<file path="config.mk">
export PLATFORM = sky130hd
export DESIGN_NAME = png_chunk_parser
export DESIGN_NICKNAME = d
export VERILOG_FILES = /design/src/rtl/png_parse_pkg.sv /design/src/rtl/png_chunk_walker.sv /design/src/rtl/png_hdr_fields.sv /design/src/rtl/png_chunk_parser.sv
export SDC_FILE = /design/constraint.sdc
export NUM_CORES = 1
export LEC_CHECK = 0
export BUFFER_PORTS_ARGS = -buffer_cell sky130_fd_sc_hd__buf_2
export CORE_ASPECT_RATIO = 0.9
export CORE_MARGIN = 2
export CORE_UTILIZATION = 25
export DETAILED_ROUTE_END_ITERATION = 7
export PLACE_DENSITY_LB_ADDON = 0.15
export SYNTH_ARGS = -nofsm -noshare
export SYNTH_HDL_FRONTEND = slang
export SYNTH_SLANG_ARGS = --single-unit
</file>
<file path="constraint.sdc">
create_clock -name clk -period 3.5 [get_ports clk]
set_input_delay 0.7 -clock clk [delete_from_list [all_inputs] [get_ports clk]]
set_output_delay 0.7 -clock clk [all_outputs]
set_load 0.02 [all_outputs]
</file>
<file path="src/rtl/png_parse_pkg.sv">
package png_parse_pkg;

  typedef enum logic [2:0] {
    ST_IDLE, ST_SIG, ST_LEN, ST_TYPE, ST_BODY, ST_CRC, ST_DONE, ST_DROP
  } walk_st_e;

  typedef enum logic [1:0] {
    CK_OTHER, CK_HDR, CK_DATA, CK_END
  } chunk_e;

  localparam int          OFF_W    = 4;
  localparam int          HDR_LAST = 12;
  localparam logic [31:0] TAG_HDR  = 32'h4948_4452;
  localparam logic [31:0] TAG_DATA = 32'h4944_4154;
  localparam logic [31:0] TAG_END  = 32'h4945_4E44;

  function automatic logic [7:0] sig_byte(input logic [2:0] idx);
    case (idx)
      3'd0:    sig_byte = 8'h89;
      3'd1:    sig_byte = 8'h50;
      3'd2:    sig_byte = 8'h4E;
      3'd3:    sig_byte = 8'h47;
      3'd4:    sig_byte = 8'h0D;
      3'd5:    sig_byte = 8'h0A;
      3'd6:    sig_byte = 8'h1A;
      default: sig_byte = 8'h0A;
    endcase
  endfunction

  function automatic chunk_e classify(input logic [31:0] tag);
    if (tag == TAG_HDR)       classify = CK_HDR;
    else if (tag == TAG_DATA) classify = CK_DATA;
    else if (tag == TAG_END)  classify = CK_END;
    else                      classify = CK_OTHER;
  endfunction

  // {legal, code}
  function automatic logic [3:0] map_kind(input logic [7:0] native);
    case (native)
      8'd0:    map_kind = 4'b1_000;
      8'd4:    map_kind = 4'b1_001;
      8'd2:    map_kind = 4'b1_010;
      8'd6:    map_kind = 4'b1_011;
      8'd3:    map_kind = 4'b1_100;
      default: map_kind = 4'b0_000;
    endcase
  endfunction

endpackage

</file>
<file path="src/rtl/png_chunk_walker.sv">
module png_chunk_walker
  import png_parse_pkg::*;
#(
  parameter int LEN_W = 32
) (
  input  logic             clk,
  input  logic             rst_n,
  input  logic             restart,
  input  logic             take,
  input  logic             fault,
  input  logic [7:0]       in_byte,
  output walk_st_e         st,
  output chunk_e           kind,
  output logic [OFF_W-1:0] off
);

  localparam logic [OFF_W-1:0] OFF_MAX = {OFF_W{1'b1}};

  walk_st_e         st_q, st_d;
  chunk_e           kind_q, kind_d;
  logic [OFF_W-1:0] off_q, off_d;
  logic [2:0]       cnt_q, cnt_d;
  logic [LEN_W-1:0] len_q, len_d;
  logic [LEN_W-1:0] rem_q, rem_d;
  logic [23:0]      tag_q, tag_d;
  logic [31:0]      tag_full;

  assign tag_full = {tag_q, in_byte};

  always_comb begin
    st_d   = st_q;
    kind_d = kind_q;
    off_d  = off_q;
    cnt_d  = cnt_q;
    len_d  = len_q;
    rem_d  = rem_q;
    tag_d  = tag_q;
    if (restart) begin
      st_d   = ST_SIG;
      kind_d = CK_OTHER;
      off_d  = '0;
      cnt_d  = '0;
      len_d  = '0;
      rem_d  = '0;
      tag_d  = '0;
    end else if (take) begin
      unique case (st_q)
        ST_SIG: begin
          if (in_byte != sig_byte(cnt_q)) begin
            st_d = ST_DROP;
          end else if (cnt_q == 3'd7) begin
            st_d  = ST_LEN;
            cnt_d = '0;
          end else begin
            cnt_d = cnt_q + 3'd1;
          end
        end
        ST_LEN: begin
          len_d = {len_q[LEN_W-9:0], in_byte};
          if (cnt_q == 3'd3) begin
            st_d  = ST_TYPE;
            cnt_d = '0;
          end else begin
            cnt_d = cnt_q + 3'd1;
          end
        end
        ST_TYPE: begin
          tag_d = {tag_q[15:0], in_byte};
          if (cnt_q == 3'd3) begin
            kind_d = classify(tag_full);
            cnt_d  = '0;
            off_d  = '0;
            rem_d  = len_q;
            st_d   = (len_q == '0) ? ST_CRC : ST_BODY;
          end else begin
            cnt_d = cnt_q + 3'd1;
          end
        end
        ST_BODY: begin
          rem_d = rem_q - LEN_W'(1);
          off_d = (off_q == OFF_MAX) ? OFF_MAX : off_q + OFF_W'(1);
          if (rem_q == LEN_W'(1)) begin
            st_d  = ST_CRC;
            cnt_d = '0;
          end
        end
        ST_CRC: begin
          if (cnt_q == 3'd3) begin
            st_d  = (kind_q == CK_END) ? ST_DONE : ST_LEN;
            cnt_d = '0;
          end else begin
            cnt_d = cnt_q + 3'd1;
          end
        end
        default: st_d = st_q;
      endcase
      if (fault) st_d = ST_DROP;
    end
  end

  always_ff @(posedge clk or negedge rst_n) begin
    if (!rst_n) begin
      st_q   <= ST_IDLE;
      kind_q <= CK_OTHER;
      off_q  <= '0;
      cnt_q  <= '0;
      len_q  <= '0;
      rem_q  <= '0;
      tag_q  <= '0;
    end else begin
      st_q   <= st_d;
      kind_q <= kind_d;
      off_q  <= off_d;
      cnt_q  <= cnt_d;
      len_q  <= len_d;
      rem_q  <= rem_d;
      tag_q  <= tag_d;
    end
  end

  assign st   = st_q;
  assign kind = kind_q;
  assign off  = off_q;

endmodule

</file>
<file path="src/rtl/png_hdr_fields.sv">
module png_hdr_fields
  import png_parse_pkg::*;
#(
  parameter int W_BITS = 12,
  parameter int H_BITS = 32,
  parameter int MAX_W  = 4000
) (
  input  logic              clk,
  input  logic              rst_n,
  input  logic              restart,
  input  logic              grab,
  input  logic [OFF_W-1:0]  off,
  input  logic [7:0]        in_byte,
  output logic              fault,
  output logic              hdr_stb,
  output logic [W_BITS-1:0] hdr_width,
  output logic [H_BITS-1:0] hdr_height,
  output logic [2:0]        hdr_kind
);

  localparam logic [31:0] W_LIMIT = 32'(MAX_W);

  logic [31:0]       w_acc_q, w_acc_d;
  logic [31:0]       h_acc_q, h_acc_d;
  logic [7:0]        depth_q, depth_d;
  logic [7:0]        ctype_q, ctype_d;
  logic              stb_q, stb_d;
  logic [W_BITS-1:0] wid_q, wid_d;
  logic [H_BITS-1:0] hgt_q, hgt_d;
  logic [2:0]        kind_q, kind_d;
  logic [3:0]        mapped;
  logic              hdr_ok;

  assign mapped = map_kind(ctype_q);
  assign hdr_ok = mapped[3] && (depth_q == 8'd8) && (in_byte == 8'd0)
                  && (w_acc_q < W_LIMIT);

  always_comb begin
    w_acc_d = w_acc_q;
    h_acc_d = h_acc_q;
    depth_d = depth_q;
    ctype_d = ctype_q;
    stb_d   = 1'b0;
    wid_d   = wid_q;
    hgt_d   = hgt_q;
    kind_d  = kind_q;
    fault   = 1'b0;
    if (restart) begin
      w_acc_d = '0;
      h_acc_d = '0;
      depth_d = '0;
      ctype_d = '0;
    end else if (grab) begin
      if (off < OFF_W'(4)) begin
        w_acc_d = {w_acc_q[23:0], in_byte};
      end else if (off < OFF_W'(8)) begin
        h_acc_d = {h_acc_q[23:0], in_byte};
      end else if (off == OFF_W'(8)) begin
        depth_d = in_byte;
      end else if (off == OFF_W'(9)) begin
        ctype_d = in_byte;
      end else if (off == OFF_W'(HDR_LAST)) begin
        if (hdr_ok) begin
          stb_d  = 1'b1;
          wid_d  = w_acc_q[W_BITS-1:0];
          hgt_d  = h_acc_q[H_BITS-1:0];
          kind_d = mapped[2:0];
        end else begin
          fault = 1'b1;
        end
      end
    end
  end

  always_ff @(posedge clk or negedge rst_n) begin
    if (!rst_n) begin
      w_acc_q <= '0;
      h_acc_q <= '0;
      depth_q <= '0;
      ctype_q <= '0;
      stb_q   <= 1'b0;
      wid_q   <= '0;
      hgt_q   <= '0;
      kind_q  <= '0;
    end else begin
      w_acc_q <= w_acc_d;
      h_acc_q <= h_acc_d;
      depth_q <= depth_d;
      ctype_q <= ctype_d;
      stb_q   <= stb_d;
      wid_q   <= wid_d;
      hgt_q   <= hgt_d;
      kind_q  <= kind_d;
    end
  end

  assign hdr_stb    = stb_q;
  assign hdr_width  = wid_q;
  assign hdr_height = hgt_q;
  assign hdr_kind   = kind_q;

endmodule

</file>
<file path="src/rtl/png_chunk_parser.sv">
module png_chunk_parser
  import png_parse_pkg::*;
#(
  parameter int W_BITS = 12,
  parameter int H_BITS = 32,
  parameter int MAX_W  = 4000,
  parameter int LEN_W  = 32
) (
  input  logic              clk,
  input  logic              rst_n,
  input  logic              restart,
  input  logic              in_valid,
  output logic              in_ready,
  input  logic [7:0]        in_byte,
  output logic              hdr_stb,
  output logic [W_BITS-1:0] hdr_width,
  output logic [H_BITS-1:0] hdr_height,
  output logic [2:0]        hdr_kind,
  output logic              err,
  output logic              pay_valid,
  input  logic              pay_ready,
  output logic [7:0]        pay_byte,
  output logic              pay_first
);

  walk_st_e         st;
  chunk_e           kind;
  logic [OFF_W-1:0] off;
  logic             take;
  logic             grab;
  logic             fault;
  logic             rdy;
  logic             in_data;

  assign in_data = (st == ST_BODY) && (kind == CK_DATA);

  always_comb begin
    case (st)
      ST_SIG, ST_LEN, ST_TYPE, ST_CRC, ST_DROP: rdy = 1'b1;
      ST_BODY:                                 rdy = (kind == CK_DATA) ? pay_ready : 1'b1;
      default:                                 rdy = 1'b0;
    endcase
  end

  assign in_ready  = rdy & ~restart;
  assign take      = in_valid & in_ready;
  assign grab      = take && (st == ST_BODY) && (kind == CK_HDR);

  assign pay_valid = in_data & in_valid & ~restart;
  assign pay_byte  = in_byte;
  assign pay_first = pay_valid && (off == '0);
  assign err       = (st == ST_DROP);

  png_chunk_walker #(
    .LEN_W (LEN_W)
  ) u_walk (
    .clk     (clk),
    .rst_n   (rst_n),
    .restart (restart),
    .take    (take),
    .fault   (fault),
    .in_byte (in_byte),
    .st      (st),
    .kind    (kind),
    .off     (off)
  );

  png_hdr_fields #(
    .W_BITS (W_BITS),
    .H_BITS (H_BITS),
    .MAX_W  (MAX_W)
  ) u_hdr (
    .clk        (clk),
    .rst_n      (rst_n),
    .restart    (restart),
    .grab       (grab),
    .off        (off),
    .in_byte    (in_byte),
    .fault      (fault),
    .hdr_stb    (hdr_stb),
    .hdr_width  (hdr_width),
    .hdr_height (hdr_height),
    .hdr_kind   (hdr_kind)
  );

endmodule

</file>
After elaboration in Yosys (flattened, before gate mapping)
Index checks and enable logic that the tools add are counted.
- register bits after elaboration: 228
- logic and storage cells: 189
- output and inout bits: 60
- bits of input ports: 13
- add/sub/neg operators: 3
- equal/unequal tests: 40
- bitwise gates (word level): 9
- mux-type cells: 82
- order comparisons: 3
- reductions and logical operators: 37
- operators with widths (cell ; count):
    $mux W32 ; 13
    $mux W8 ; 14
    $eq A32 B31 Y1 const B ; 3
    $mux W24 ; 3
    $pmux W32 S2 ; 1
    $mux W3 ; 16
    $pmux W8 S6 ; 1
    $eq A32 B1 Y1 const B ; 1
    $logic_not A32 Y1 ; 1
    $lt A32 B12 Y1 const B ; 1
    $sub A32 B1 Y32 const B ; 1
    $pmux W4 S5 ; 1
    $eq A3 B3 Y1 const B ; 6
    $mux W1 ; 18
    $reduce_bool A2 Y1 ; 9
    $eq A4 B4 Y1 const B ; 4
    $eq A8 B2 Y1 const B ; 2
    $eq A8 B3 Y1 const B ; 2
    $logic_not A8 Y1 ; 2
    $mux W4 ; 4
    $ne A4 B3 Y1 const B ; 4
    $pmux W3 S5 ; 1
    $mux W2 ; 7
    $eq A3 B2 Y1 const B ; 4
    32 further kinds ; 55

Logic depth before layout (Yosys ltp)
Gate-level depths: netlist (run 1).
- word-level depth: 16
- gate-level depth with buffers: 11
- gate-level depth less buffers: 9

By module
From an unflattened synthesis (run 1), not the netlist that was laid out.
- cell total of the unflattened synthesis: 1179
- area total of the unflattened synthesis: 11239.5 sq um
- by module, submodules not included (module ; cells each ; area each (sq um) ; instances ; seq. area each (sq um)):
    png_chunk_walker ; 694 ; 5843.1 ; 1 ; 2502.4
    png_hdr_fields ; 464 ; 5245.0 ; 1 ; 3203.1
    png_chunk_parser ; 21 ; 151.4 ; 1 ; 0.0

Worst setup path before layout (run 1)
Ideal clock, no wire load.
- kind: input to output
- start point: input restart
- end point: output in_ready
- cell stages on the path: 5
- path slack: 0.777 ns
- arrival: 2.023 ns
- required time: 2.800 ns
- path buffers: 4
- cells stage by stage: clkbuf_1 -> clkbuf_1 -> clkbuf_1 -> clkbuf_1 -> nor2_1
- word-level cells in the longest chain between the ends: 2
- RTL lines (what ; RTL line ; source):
    start, declared ; png_chunk_parser.sv:11 ; input logic restart,
    $not A1 Y1 (no source line) ; - ;
    $and A1 B1 Y1 ; png_chunk_parser.sv:45 ; assign in_ready = rdy & ~restart;
    end, declared ; png_chunk_parser.sv:13 ; output logic in_ready,
Every way passes these cells.

Worst setup path in the final report (run 1)
- start point: register u_walk.st_q[1], in the netlist u_walk.st[1]
- end point: output pay_first
- word-level cells in the longest chain between the ends: 5
- RTL lines (what ; RTL line ; source):
    start, declared ; png_chunk_walker.sv:19 ; walk_st_e st_q, st_d;
    start signal, assigned ; png_chunk_walker.sv:111 ; st_q <= st_d;
    $eq A3 B3 Y1 ; png_chunk_parser.sv:35 ; assign in_data = (st == ST_BODY) && (kind == CK_DATA);
    $logic_and A1 B1 Y1 ; png_chunk_parser.sv:35 ;
    $and A1 B1 Y1 (2 in a row) ; png_chunk_parser.sv:49 ; assign pay_valid = in_data & in_valid & ~restart;
    $logic_and A1 B1 Y1 ; png_chunk_parser.sv:51 ; assign pay_first = pay_valid && (off == '0);
    end, declared ; png_chunk_parser.sv:23 ; output logic pay_first
Every way passes these cells.

==> run metrics, run 1 <==
Residual DRC 0; synth warn 0; unrepaired setup endpoints after global routing no; worst-skew pair later-pin latency 0.55 ns; root buffer selected by CTS clkbuf_16; routed len/inst between 15 and 20 um; post-cts resize count 0; Final Cycle Share 0.9332; Power Total roughly 7000 uW; # Max-Cap Violations 0; timing-limited maximum frequency 0.3062 GHz; initial antenna violation count 1; Yosys cell types 69; synthesized area approximately 11000 um^2; Placer Congestion between 0.7 and 0.8; Post-Syn Area per Cell about 9.5 um^2; Final setup viols 0; Rel. slew slack 0.3107; largest net degree at the start of global routing between 100 and 150; drt initial violations about 560; Initial Utilization 0.2539; register area share after synthesis 0.5083; io pins 73; final WL roughly 32000 um; All-Layer GR Usage 0.1389; Cell Chain, Critical Path or3b_2, nor2_8, and4b_1, and3_1, buf_2; number of fill cells in the layout 4694; max incr delay on CP 0.59 ns; WP data arrival approximately 2.6 ns; Synth area leaders dfrtp_1 (51%), nand2_1 (8.1%), mux2_4 (5.8%); routed vias approximately 8500; Mapped Nets 1202; share of synthesized registers carrying an async set or reset 1.000; WS Path Type flip-flop to output pin; CP Launch Type flip-flop; CP required between 2 and 3 ns; number of port buffers slightly above 70; dpl hpwl a little over 20000 um; DIE AREA approximately 47000 um^2; clk buf depth 3; share of layout cells above drive strength 1 0.1755; worst path buffer plus inverter count 1; Lkg Pwr a little over 0.006 uW; top cells by count, synth nand2_1 (241), dfrtp_1 (228), o21ai_0 (100); post-synth top area cell dfrtp_1; Core Box Area roughly 44000 um^2; Area Overhead vs Synth 18.21%; hold buffers post-CTS 0; Sequential cell area around 5700 um^2; Multi-input gate area 5042 um^2; setup TNS after final layout 0 ns; number of diodes 0; crit-path max FO 16; Die Wd ~230 um; Min-Delay Path Class input pin to async pin; Worst Setup End Kind output pin; clk_skew between 0.01 and 0.015 ns; Vias per Instance 4.637; H-tree levels 1; Max Transition Viols Final 0; NumNets Final 1247; Routed Antenna Nets 0; Worst VDD drop roughly 340 uV; Rows 73; number of flops mapped to enable cells by yosys 0; CP delay by family, top simple AND/OR/NAND/NOR gates; Pre-antenna DRT Iters 5; top-area cell type share of the netlist area 0.5083; TritonCTS Buffers 28; synthesized instance count about 1200; setup bufs post-CTS 0; grt ovf 0; first-pass GRT wire length just over 50000 um; slew of the pin with the lowest slew margin just over 1 ns; CTS Sinks roughly 230; CTS tree done; Max stage delay cell, worst path or3b_2; most frequent cell after synthesis nand2_1; Worst-path clk slew about 0.06 ns; PwrDens approximately 530 nW/um^2; final hold viol count 0; Top FF cell, synth dfrtp_1; Die Y about 200 um; Tmin final between 3 and 4 ns; outcome finished clean; vias in the first global route between 8000 and 9000; flops & latches, synth roughly 230
-- stage by stage --
step,std cells,utilization,hold WS [ns],setup slack (ns),cell area (um^2)
final,1842,0.3002,0.1493,0.2337,13270
after global routing,1842,0.3002,0.2135,0.06594,13270
after CTS,1842,0.3002,0.1781,0.1942,13270
after detailed placement,1792,0.2772,0.4750,0.4819,12260
after global placement,1792,0.2772,0.4722,0.4988,12260
after floorplan,1177,-,0.4044,0.7769,11220
-- kinds of logic (layout without fill, tap and decap cells) --
logic type | after synthesis | in the layout | share of synthesized area
adder cells (fa/ha/maj) | 12 | 12 | 0.01338
flip-flops | 228 | 228 | 0.5083
XOR/XNOR | 2 | 2 | 0.001561
AO/OA/AOI/OAI | 247 | 247 | 0.1256
multiplexers | 62 | 62 | 0.07457
buffers and inverters | 112 | 177 | 0.04470
AND/OR/NAND/NOR | 514 | 514 | 0.2319
-- worst paths after layout --
kind                              startpoint                end  slack [ns]  cells past startpoint
max in group asynchronous              rst_n  u_hdr.h_acc_q[21]        2.48                      2
min in group clk           u_hdr.hdr_kind[0]  u_hdr.hdr_kind[0]        0.48                      2
max reg2reg                  u_walk.cnt_q[1]    u_walk.cnt_q[1]        0.43                      9
min                                    rst_n   u_walk.tag_q[22]        0.15                      1
min reg2reg                u_hdr.hdr_kind[0]  u_hdr.hdr_kind[0]        0.48                      2
max                             u_walk.st[1]          pay_first        0.23                      5
-- layer usage --
layer,track usage,routed length (um),part of all wire,vias to the layer above
met4,0.03245,566,0.018,0
met5,0,0,0,-
met1,0.2179,17130,0.53,4178
met3,0.01893,921,0.029,39
li1,-,-,-,4199
met2,0.1983,13410,0.42,125
-- cells in the final DEF (no fill, tap or decap), types with 5 or more instances in the layout --
| cell type | synthesis | layout |
|---|---|---|
| nand4_1 | 11 | 11 |
| nand3b_1 | 51 | 51 |
| o21ai_0 | 100 | 100 |
| mux2_4 | 43 | 43 |
| or3_1 | 9 | 9 |
| dfrtp_1 | 228 | 228 |
| nor2_1 | 62 | 62 |
| nand2b_1 | 36 | 36 |
| a22oi_1 | 5 | 5 |
| inv_1 | 21 | 21 |
| buf_2 | 2 | 70 |
| nor3_1 | 20 | 18 |
| clkbuf_8 | 0 | 8 |
| ha_1 | 12 | 12 |
| buf_4 | 9 | 31 |
| and3_1 | 7 | 7 |
| a31oi_1 | 6 | 5 |
| clkbuf_16 | 0 | 29 |
| nor2b_1 | 7 | 7 |
| mux2i_1 | 18 | 18 |
| nand2_1 | 241 | 241 |
| nand3_1 | 7 | 7 |
| or4_1 | 5 | 5 |
| a21oi_1 | 90 | 90 |
| o31ai_1 | 6 | 6 |
| nor4_1 | 31 | 31 |
-- area by class of cell --
type | count | share of cell area
Tap cell | 600 | 0.05658
Inverter | 21 | 0.005941
Sequential cell | 228 | 0.4300
Clock inverter | 12 | 0.01311
Timing Repair Buffer | 106 | 0.05111
Clock buffer | 38 | 0.06327
Multi-Input combinational cell | 837 | 0.3800
-- worst reg2reg max path, delay by kind of cell, from the launching register on --
family | cells | cell delay [ns]
AO/OA/AOI/OAI | 4 | 1.01
adder cells (fa/ha/maj) | 2 | 0.63
buffers and inverters | 1 | 0.15
flip-flops | 1 | 0.46
AND/OR/NAND/NOR | 2 | 0.66
-- state kept, by name, indices dropped and copies added, names as in the netlist --
register          count
u_hdr.ctype_q         8
u_hdr.depth_q         8
u_hdr.h_acc_q        32
u_hdr.hdr_height     32
u_hdr.hdr_kind        3
u_hdr.hdr_stb         1
u_hdr.hdr_width      12
u_hdr.w_acc_q        32
u_walk.cnt_q          3
u_walk.kind           2
u_walk.len_q         32
u_walk.off            4
u_walk.rem_q         32
u_walk.st             3
u_walk.tag_q         24
-- where the power goes --
part	leakage (uW)	switching, uW	total (uW)	internal [uW]
clock network	0.000502	1170	3140	1970
logic	0.00249	657	1010	353
registers	0.00316	118	2830	2710
total	0.00616	1950	6980	5030
(Power assumes the default switching activity.)
==> inputs of run 2 (changes only) <==
--- a/config.mk
+++ b/config.mk
@@ -8,7 +8,7 @@
 export BUFFER_PORTS_ARGS = -buffer_cell sky130_fd_sc_hd__buf_2
 export CORE_ASPECT_RATIO = 0.9
 export CORE_MARGIN = 2
-export CORE_UTILIZATION = 25
+export CORE_UTILIZATION = 45
 export DETAILED_ROUTE_END_ITERATION = 7
 export PLACE_DENSITY_LB_ADDON = 0.15
 export SYNTH_ARGS = -nofsm -noshare
==> run 2 against run 1 <==
Die area decreased by 44%. Flip-flop and latch count is the same. Clock skew decreased by 0.0039 ns.
==> run metrics, run 2 (synthesis results as in run 1) <==
Int Pwr 4848 uW (was 5033 uW); Placer Congestion 0.8653 (was 0.7422); TritonCTS Buffers 25 (was 28); most common cell after layout, fill and taps aside nand2_1 (unchanged); crit-path max FO 16 (unchanged); hold buffers post-CTS 0 (unchanged); setup bufs post-CTS 0 (unchanged); sequential power share 0.424 (was 0.405); Initial Utilization 0.4602 (was 0.2539); clk_skew 0.01054 ns (was 0.01447 ns); number of diodes 0 (unchanged); largest net degree at the start of global routing 90 (was 103); Worst-path clk slew 0.06 ns (about the same); Rows 54 (was 73); Max Transition Viols Final 0 (unchanged); Worst Setup End Kind output pin (unchanged); Area Overhead vs Synth 13.72% (was 18.21%); grt ovf 0 (unchanged); hold_ws 0.1970 ns (was 0.1493 ns); Net Switching 1809 uW (was 1949 uW); max incr delay on CP 0.59 ns (about the same); worst-skew pair later-pin latency 0.53 ns (was 0.55 ns); Vias per Instance 5.482 (was 4.637); Final setup viols 0 (unchanged); unrepaired setup endpoints after global routing no (unchanged); slew of the pin with the lowest slew margin 0.9514 ns (was 1.034 ns); most frequent cells in the layout nand2_1 (241), dfrtp_1 (228), o21ai_0 (100), a21oi_1 (90), buf_2 (70) (unchanged); share of total power in the clock network 0.430 (was 0.450); Die Wd 170.5 um (was 227.4 um); number of port buffers 72 (unchanged); Die Y 153.8 um (was 205.0 um); Pre-antenna DRT Iters 5 (unchanged); WS Path Type flip-flop to output pin (unchanged); Max stage delay cell, worst path or3b_2 (unchanged); # Max-Cap Violations 0 (unchanged); Rel. slew slack 0.3657 (was 0.3107); dpl hpwl 17290 um (was 20360 um); Residual DRC 0 (unchanged); CP Launch Type flip-flop (unchanged); Cell Chain, Critical Path or3b_2, nor2_8, and4b_1, and3_1, buf_2 (unchanged); Final Cycle Share 0.8916 (was 0.9332); Net Sw Frac 0.2717 (was 0.2791); CTS tree done (unchanged); CP required 2.80 ns (about the same); Min-Delay Path Class input pin to async pin (unchanged); clk buf depth 3 (unchanged); vias in the first global route 8283 (was 8397); Tmin final 3.121 ns (was 3.266 ns); Core Box Area 24390 um^2 (was 44210 um^2); DIE AREA 26220 um^2 (was 46610 um^2); Lkg Pwr 0.006067 uW (was 0.006157 uW); worst r2r path cells 9 (unchanged); PwrDens 521.5 nW/um^2 (was 526.2 nW/um^2); drt initial violations 772 (was 559); root buffer selected by CTS clkbuf_16 (unchanged); Routed Antenna Nets 0 (unchanged); share of layout cells above drive strength 1 0.1659 (was 0.1755); All-Layer GR Usage 0.2153 (was 0.1389); routed len/inst 17.60 um (was 17.38 um); io pins 73 (unchanged); routed vias 8585 (was 8541); post-cts resize count 0 (unchanged); outcome finished clean (unchanged); WP data arrival 2.42 ns (was 2.57 ns); initial antenna violation count 0 (was 1); final WL 27560 um (was 32020 um); timing-limited maximum frequency 0.3205 GHz (was 0.3062 GHz); NumNets Final 1237 (was 1247); first-pass GRT wire length 45840 um (was 51180 um); Combinational Power Share 0.146 (was 0.145); H-tree levels 1 (unchanged); CTS Sinks 228 (unchanged); final hold viol count 0 (unchanged); setup TNS after final layout 0 ns (unchanged); Worst VDD drop 359.9 uV (was 337.2 uV)
-- run 2: area by class of cell --
type / count / area, um^2
clock buffer: 37 / 760.7
fill: 2250 / 11630
clock inverter: 8 / 143.9
tap: 336 / 420.4
timing repair buffer: 99 / 613.1
sequential: 228 / 5705
inverter: 21 / 78.83
multi-input combinational: 837 / 5042
-- run 2: metal layers --
layer	up-vias	routed length [um]	track usage
met4	0	534	0.04518
met1	4168	13870	0.3433
li1	4159	-	-
met5	-	0	0
met2	220	11670	0.3084
met3	38	1484	0.03295
-- run 2: worst paths after layout --
check / from / end / slack [ns]
min in group clk: u_hdr.h_acc_q[22] / u_hdr.h_acc_q[30] / 0.50
setup reg to reg: u_walk.cnt_q[1] / u_walk.st[0] / 0.59
hold reg to reg: u_hdr.h_acc_q[22] / u_hdr.h_acc_q[30] / 0.50
setup / recovery: u_walk.st[1] / pay_first / 0.38
max in group asynchronous: rst_n / u_hdr.w_acc_q[0] / 2.43
hold / removal: rst_n / u_walk.len_q[21] / 0.20
-- run 2: power by group through the flow --
stage / registers (uW) / logic (uW) / clock network [uW]
global placement: 2870 / 961 / 0
floorplan: 2820 / 698 / 0
global route: 2840 / 1080 / 3050
finish: 2820 / 971 / 2860
detailed placement: 2870 / 965 / 0
CTS: 2820 / 968 / 2940
-- run 2: worst max-delay path: cells and delay by family (launching register included) --
kind | cells | cell delay [ns]
flops | 1 | 0.54
simple gates | 4 | 1.20
buf+inv | 1 | 0.16
-- run 2: per-stage QoR --
step / instances / power [uW] / utilization / area, um^2 / setup WS, ns
2_1_floorplan: 1177 / 3520 / - / 11220 / 0.7769
3_3_place_gp: 1521 / 3828 / 0.4863 / 11860 / 0.7639
3_5_place_dp: 1521 / 3835 / 0.4863 / 11860 / 0.6566
4_1_cts: 1566 / 6729 / 0.5233 / 12760 / 0.3567
5_1_grt: 1566 / 6965 / 0.5233 / 12760 / 0.2235
6_report: 1566 / 6657 / 0.5233 / 12760 / 0.3794
